File: config.mk
export PLATFORM = sky130hd
export DESIGN_NAME = lane_sync_deframer
export DESIGN_NICKNAME = d
export VERILOG_FILES = /design/src/rtl/lsd_pkg.sv /design/src/rtl/lsd_lane_split.sv /design/src/rtl/lsd_sync_buf.sv /design/src/rtl/lsd_rd_seq.sv /design/src/rtl/lane_sync_deframer.sv
export SDC_FILE = /design/constraint.sdc
export NUM_CORES = 2
export LEC_CHECK = 0
export BUFFER_PORTS_ARGS = -buffer_cell sky130_fd_sc_hd__buf_2
export CAP_MARGIN = 30
export CORE_UTILIZATION = 50
export CTS_CLUSTER_DIAMETER = 200
export CTS_CLUSTER_SIZE = 24
export DETAILED_ROUTE_END_ITERATION = 8
export PLACE_DENSITY = 0.66
export REMOVE_ABC_BUFFERS = 1
export SYNTH_ARGS = -nofsm -noshare
export SYNTH_HDL_FRONTEND = slang
export SYNTH_SLANG_ARGS = --single-unit
File: constraint.sdc
create_clock -name clk -period 37.4 [get_ports clk]
set_clock_uncertainty 0.15 [all_clocks]
set_input_delay 1.87 -clock clk [delete_from_list [all_inputs] [get_ports clk]]
set_output_delay 1.87 -clock clk [all_outputs]
set_load 0.1 [all_outputs]
File: src/rtl/lsd_pkg.sv
package lsd_pkg;
  // Input width selection: two lanes deliver half a sample word per clock.
  typedef enum logic {
    LANES_TWO  = 1'b0,
    LANES_FOUR = 1'b1
  } lane_mode_e;
endpackage

File: src/rtl/lsd_lane_split.sv
module lsd_lane_split #(
  parameter int CH_NUM = 8,
  parameter int SMP_W  = 16,
  parameter int IN_W   = 128,
  parameter bit FOUR   = 1'b1,
  localparam int BUS_W = CH_NUM * SMP_W,
  localparam int HALF  = SMP_W / 2
) (
  input  logic             clk,
  input  logic             rst_n,
  input  logic [IN_W-1:0]  lane_data,
  output logic [BUS_W-1:0] word,
  output logic             word_vld
);
  logic [BUS_W-1:0] word_n;
  logic             vld_n;

  generate
    if (FOUR) begin : g_four
      always_comb begin
        word_n = lane_data;
        vld_n  = 1'b1;
      end
    end else begin : g_two
      logic             ph_q, ph_n;
      logic [IN_W-1:0]  lo_q, lo_n;
      logic [BUS_W-1:0] asm_word;

      for (genvar c = 0; c < CH_NUM; c++) begin : g_ch
        assign asm_word[c*SMP_W +: SMP_W] = {lane_data[c*HALF +: HALF], lo_q[c*HALF +: HALF]};
      end

      always_comb begin
        ph_n   = ~ph_q;
        lo_n   = ph_q ? lo_q : lane_data;
        word_n = ph_q ? asm_word : word;
        vld_n  = ph_q;
      end

      always_ff @(posedge clk or negedge rst_n) begin
        if (!rst_n) begin
          ph_q <= 1'b0;
          lo_q <= '0;
        end else begin
          ph_q <= ph_n;
          lo_q <= lo_n;
        end
      end
    end
  endgenerate

  always_ff @(posedge clk or negedge rst_n) begin
    if (!rst_n) begin
      word     <= '0;
      word_vld <= 1'b0;
    end else begin
      word     <= word_n;
      word_vld <= vld_n;
    end
  end
endmodule

File: src/rtl/lsd_sync_buf.sv
module lsd_sync_buf #(
  parameter int BUS_W  = 128,
  parameter int SMP_W  = 16,
  parameter int ADDR_W = 4,
  parameter logic [SMP_W-1:0] START_CODE = 16'hA5A5,
  localparam int DEPTH = 1 << ADDR_W
) (
  input  logic              clk,
  input  logic              rst_n,
  input  logic [BUS_W-1:0]  wr_word,
  input  logic              wr_vld,
  input  logic [ADDR_W-1:0] rd_addr,
  output logic [BUS_W-1:0]  rd_word,
  output logic              start_hit,
  output logic              det,
  output logic [ADDR_W-1:0] wptr
);
  logic [BUS_W-1:0]  mem [DEPTH];
  logic              det_n, wr_en;
  logic [ADDR_W-1:0] wptr_n;

  always_comb begin
    start_hit = wr_vld && !det && (wr_word[SMP_W-1:0] == START_CODE);
    wr_en     = wr_vld && (det || start_hit);
    det_n     = det | start_hit;
    wptr_n    = wr_en ? wptr + 1'b1 : wptr;
  end

  always_ff @(posedge clk or negedge rst_n) begin
    if (!rst_n) begin
      det  <= 1'b0;
      wptr <= '0;
    end else begin
      det  <= det_n;
      wptr <= wptr_n;
    end
  end

  always_ff @(posedge clk) begin
    if (wr_en) mem[wptr] <= wr_word;
  end

  assign rd_word = mem[rd_addr];
endmodule

File: src/rtl/lsd_rd_seq.sv
module lsd_rd_seq #(
  parameter int ADDR_W   = 4,
  parameter int RD_DELAY = 8,
  parameter bit FOUR     = 1'b1,
  localparam int DW      = $clog2(RD_DELAY + 1)
) (
  input  logic              clk,
  input  logic              rst_n,
  input  logic              sync,
  output logic [ADDR_W-1:0] rd_ptr,
  output logic              fire
);
  logic [DW-1:0]     dly_q, dly_n;
  logic              run_q, run_n, ph_q, ph_n;
  logic [ADDR_W-1:0] ptr_n;

  assign fire = run_q & ph_q;

  always_comb begin
    dly_n = dly_q;
    run_n = run_q;
    ph_n  = ph_q;
    ptr_n = rd_ptr;
    if (sync) begin
      dly_n = DW'(RD_DELAY);
      run_n = 1'b0;
      ph_n  = 1'b1;
      ptr_n = '0;
    end else begin
      if (dly_q != '0) begin
        dly_n = dly_q - 1'b1;
        if (dly_q == DW'(1)) run_n = 1'b1;
      end
      if (run_q) begin
        ph_n = FOUR ? 1'b1 : ~ph_q;
        if (fire) ptr_n = rd_ptr + 1'b1;
      end
    end
  end

  always_ff @(posedge clk or negedge rst_n) begin
    if (!rst_n) begin
      dly_q  <= '0;
      run_q  <= 1'b0;
      ph_q   <= 1'b1;
      rd_ptr <= '0;
    end else begin
      dly_q  <= dly_n;
      run_q  <= run_n;
      ph_q   <= ph_n;
      rd_ptr <= ptr_n;
    end
  end
endmodule

File: src/rtl/lane_sync_deframer.sv
module lane_sync_deframer
  import lsd_pkg::*;
#(
  parameter int          CORE_ID   = 0,
  parameter lane_mode_e  LANE_MODE = LANES_FOUR,
  parameter int          CH_NUM    = 8,
  parameter int          SMP_W     = 16,
  parameter int          ADDR_W    = 4,
  parameter int          RD_DELAY  = 8,
  parameter logic [SMP_W-1:0] START_CODE = 16'hA5A5,
  localparam int BUS_W = CH_NUM * SMP_W,
  localparam int IN_W  = (LANE_MODE == LANES_FOUR) ? BUS_W : BUS_W / 2
) (
  input  logic              clk,
  input  logic              rst_n,
  input  logic [IN_W-1:0]   link_data,
  input  logic              link_valid,
  output logic              link_ready,
  input  logic [CH_NUM-1:0] chan_en,
  input  logic              sync_in,
  input  logic [ADDR_W-1:0] raddr_in,
  output logic              sync_out,
  output logic [ADDR_W-1:0] raddr_out,
  output logic [CH_NUM-1:0] samp_valid,
  output logic [BUS_W-1:0]  samp_data
);
  localparam bit IS_MASTER = (CORE_ID == 0);
  localparam bit FOUR      = (LANE_MODE == LANES_FOUR);

  logic [BUS_W-1:0]  word, rd_word;
  logic              word_vld, start_hit, det, rd_fire;
  logic [ADDR_W-1:0] wptr, lptr, raddr_eff;
  logic              sync_q, sync_n, sync_eff;
  logic [CH_NUM-1:0] vld_n;
  logic              link_valid_unused;

  assign link_valid_unused = link_valid;
  assign link_ready        = 1'b1;

  lsd_lane_split #(.CH_NUM(CH_NUM), .SMP_W(SMP_W), .IN_W(IN_W), .FOUR(FOUR)) u_split (
    .clk(clk), .rst_n(rst_n), .lane_data(link_data), .word(word), .word_vld(word_vld)
  );

  lsd_sync_buf #(.BUS_W(BUS_W), .SMP_W(SMP_W), .ADDR_W(ADDR_W), .START_CODE(START_CODE)) u_buf (
    .clk(clk), .rst_n(rst_n), .wr_word(word), .wr_vld(word_vld), .rd_addr(raddr_eff),
    .rd_word(rd_word), .start_hit(start_hit), .det(det), .wptr(wptr)
  );

  lsd_rd_seq #(.ADDR_W(ADDR_W), .RD_DELAY(RD_DELAY), .FOUR(FOUR)) u_seq (
    .clk(clk), .rst_n(rst_n), .sync(sync_eff), .rd_ptr(lptr), .fire(rd_fire)
  );

  always_comb begin
    sync_eff  = IS_MASTER ? sync_q : sync_in;
    raddr_eff = IS_MASTER ? lptr : raddr_in;
    sync_n    = start_hit;
    vld_n     = rd_fire ? chan_en : '0;
  end

  assign sync_out  = sync_eff;
  assign raddr_out = raddr_eff;

  always_ff @(posedge clk or negedge rst_n) begin
    if (!rst_n) begin
      sync_q     <= 1'b0;
      samp_valid <= '0;
    end else begin
      sync_q     <= sync_n;
      samp_valid <= vld_n;
    end
  end

  always_ff @(posedge clk or negedge rst_n) begin
    if (!rst_n)       samp_data <= '0;
    else if (rd_fire) samp_data <= rd_word;
  end
endmodule

==> impl_metrics.json <==
{
  "slew_viol_final": 0,
  "ioPinCount": 286,
  "synth_top_family_by_area": "multiplexers",
  "antenna_found_initial": 7,
  "r2r-end": "samp_data[55]",
  "dieHeight_um": 416,
  "dp.cells": 6347,
  "post-route-period-util": 0.133,
  "fin_ws_ns": 32.43,
  "crit_type": "reg2reg",
  "synthSimpleGateAreaFrac": 0.00908,
  "clk_latency_ns": 0.79,
  "r2r_start": "u_seq.rd_ptr[0]",
  "route.detailed.drc": 0,
  "dp_slack_ns": 32.08,
  "reg2reg_slack_ns": 32.43,
  "worstPathCellList": "buf_4, buf_4, buf_4, buf_4, buf_16, mux4_2, mux2i_1, a31oi_1",
  "synth_xor_area_frac": 0.000408,
  "status": "complete, no violations",
  "syn_inst": 3995,
  "die-width_um": 416,
  "first_pass_iters": 5,
  "period_needed_ns": 4.97,
  "slowest_delay_ns": 0.84,
  "wirelength_mm": 198,
  "start_util": 0.505,
  "fin_tns_setup_ns": 0,
  "nNetsFinal": 4394,
  "grt-ovfl-total": 0,
  "synthesis.area_um2": 85900,
  "syn_to_final_growth_pct": 8.72,
  "min-delay-start": "u_seq.dly_q[3]",
  "die_area_um2": 173000,
  "hold_path_class": "reg2reg",
  "root_buffer": "clkbuf_16",
  "r2r.worst_path.cells": 8,
  "cts_tree": "built",
  "crit_top_cell": "buf_4",
  "slew_headroom": 0.316,
  "cp_data_arrival_time_ns": 5.40,
  "worst_path_dominant_cell_family": "buffers and inverters",
  "grt_start_max_net_pins": 114,
  "cts_hold_buf": 0,
  "synth.area.mux_share": 0.144,
  "path_buf_inv": 5,
  "cp-end-kind": "register",
  "drive_gt1_frac": 0.201,
  "slowest_stage": "buf_4",
  "max_freq_mhz": 201,
  "hold_path_depth": 2,
  "path_max_fanout": 51,
  "leakagePower_nw": 30.7,
  "h-tree-depth": 3,
  "cp.required_ns": 37.83,
  "setup_viol": 0,
  "clkTransAtPathRegs_ns": 0.09,
  "ys_seq_area_frac": 0.798,
  "gp_congestion": 0.713,
  "grt_pass1_wl_mm": 284,
  "cts_buffer_depth": 3,
  "cts_resized": 0,
  "ir_drop_mv": 0.0846,
  "cts_num_sinks": 2328,
  "coreArea_um2": 170000,
  "drt_iter0_drc": 4643,
  "synth-seq-cells": 2328,
  "ant_nets": 0,
  "hold_viol": 0,
  "cts_inserted_buffers": 106,
  "wire_per_inst_um": 30.2,
  "synth.avg_cell_area_um2": 21.5,
  "grt_use_total": 0.228,
  "postCtsSetupBuffers": 0,
  "final_cells": 6550,
  "place_hpwl_mm": 96.7,
  "rsz0062_at_grt": "no",
  "rows": 151,
  "routed-via-count": 40522,
  "io_buffers": 278,
  "vias_per_cell": 6.19,
  "synthAdderAreaFrac": 0.00117,
  "whs_endpoint": "u_seq.dly_q[3]",
  "maxCapViolations": 0,
  "start_kind": "register",
  "grt_pass1_vias": 41133,
  "synth_compound_area_frac": 0.0344,
  "ys_types": 39,
  "p_per_area_nw_per_um2": 70.7,
  "finalPower_mw": 6.60,
  "tightest_slew_ns": 1.03,
  "yosysWarnings": 0
}
[flip-flops by register name, indices dropped and copies added, names as in the netlist]
name / flops
u_buf.mem: 2048
samp_data: 128
u_split.word: 128
samp_valid: 8
u_buf.wptr: 4
u_seq.dly_q: 4
u_seq.rd_ptr: 4
sync_out: 1
u_buf.det: 1
u_seq.run_q: 1
u_split.word_vld: 1
[cells by family (layout without fill, tap and decap cells)]
logic type | after synthesis | count (layout)
flops | 2328 | 2328
buf+inv | 250 | 583
xor+xnor | 4 | 4
other cells | 1 | 5
compound gates | 423 | 423
fa+ha+maj | 8 | 8
simple gates | 163 | 163
mux | 818 | 818
[metal layers]
metal  global-route usage  wire length [um]  up-vias
met5                    0                22        -
li1                     -                 -    17019
met1                0.327             83500    21848
met2                0.374             97500     1434
met4               0.0581              4550        4
met3               0.0272             12400      217
[worst max path at each step]
| stage | start | to | slack, ns | cells after the start |
|---|---|---|---|---|
| after floorplan | u_seq.rd_ptr[0] | u_seq.rd_ptr[3] | 17.07 | 4 |
| after global routing | u_seq.rd_ptr[0] | samp_data[55] | 32.05 | 8 |
| after global placement | u_seq.rd_ptr[0] | samp_data[66] | 32.07 | 7 |
| after detailed placement | u_seq.rd_ptr[0] | samp_data[66] | 32.08 | 7 |
| after CTS | u_seq.rd_ptr[0] | samp_data[66] | 32.06 | 7 |
| final | u_seq.rd_ptr[0] | samp_data[55] | 32.43 | 8 |
[through the flow]
stage / hold slack, ns / utilization / instance area, um^2
after floorplan: 0.333 / - / 84800
after global placement: 0.365 / 0.529 / 89900
after detailed placement: 0.365 / 0.530 / 90100
after CTS: 0.392 / 0.548 / 93200
after global routing: 0.407 / 0.549 / 93300
final: 0.390 / 0.549 / 93300
[power by group]
part | switching [mW] | leakage, nW | internal (mW) | total (mW)
clock | 0.772 | 1.46 | 0.551 | 1.32
sequential | 0.150 | 21.6 | 2.92 | 3.07
combinational | 1.45 | 7.64 | 0.764 | 2.21
[worst reg2reg max path, stage by stage (launching register included)]
cell and delay, ns:
dfrtp_4 0.76, buf_4 0.61, buf_4 0.68, buf_4 0.91, buf_4 0.48, buf_16 0.32, mux4_2 0.61, mux2i_1 0.15
a31oi_1 0.11
[layout by cell type (no fill, tap or decap), drive strengths merged, types with 4 or more instances in the layout]
cell and n:
o32ai 77, mux2 11, nor3 13, edfxtp 2048
a31oi 79, nand3 4, ha 8, clkbuf 190
nor2 85, mux4 336, a221oi 40, dfrtp 280
o22ai 216, inv 11, buf 379, nand2b 10
nand2 14, and2 9, mux2i 471, nor4 16
[final cells by class]
class,instances,area [um^2]
multi-input cells,1418,16400
clock buffers,190,3010
well taps,2218,2780
clock inverters,5,66.3
flip-flops and latches,2328,68500
repair buffers,379,2520
diodes,3,7.51
fillers,12764,76700
inverters,9,33.8
[Yosys cell counts]
library cell | number | area share
inv_1 | 9 | 0.00039
o311ai_0 | 2 | 0.00020
nor2_1 | 85 | 0.0037
clkbuf_1 | 125 | 0.0055
or2_2 | 3 | 0.00022
a221oi_1 | 40 | 0.0041
buf_4 | 1 | 0.000087
nor3_1 | 13 | 0.00076
nand2b_1 | 10 | 0.00073
buf_2 | 96 | 0.0056
buf_1 | 17 | 0.00074
mux2_2 | 11 | 0.0014
nand4bb_1 | 2 | 0.00026
xor2_1 | 2 | 0.00020
or4b_1 | 2 | 0.00023
conb_1 | 1 | 0.000044
nand2_1 | 14 | 0.00061
and4bb_2 | 1 | 0.00015
a211oi_1 | 1 | 0.000087
a21oi_1 | 3 | 0.00017
buf_6 | 2 | 0.00026
ha_1 | 8 | 0.0012
or4_1 | 2 | 0.00017
nand4b_1 | 1 | 0.00010
mux2i_1 | 471 | 0.055
nand3_1 | 4 | 0.00023
o211ai_1 | 3 | 0.00026
o32ai_1 | 77 | 0.0079
o21a_1 | 1 | 0.000087
o22ai_1 | 216 | 0.016
a31oi_1 | 79 | 0.0058
nor2b_1 | 1 | 0.000073
mux4_2 | 336 | 0.088
edfxtp_1 | 2048 | 0.72
and2_1 | 9 | 0.00066
xnor2_1 | 2 | 0.00020
nor4_1 | 16 | 0.0012
o311a_1 | 1 | 0.00012
dfrtp_1 | 280 | 0.082
(Power assumes the default switching activity.)
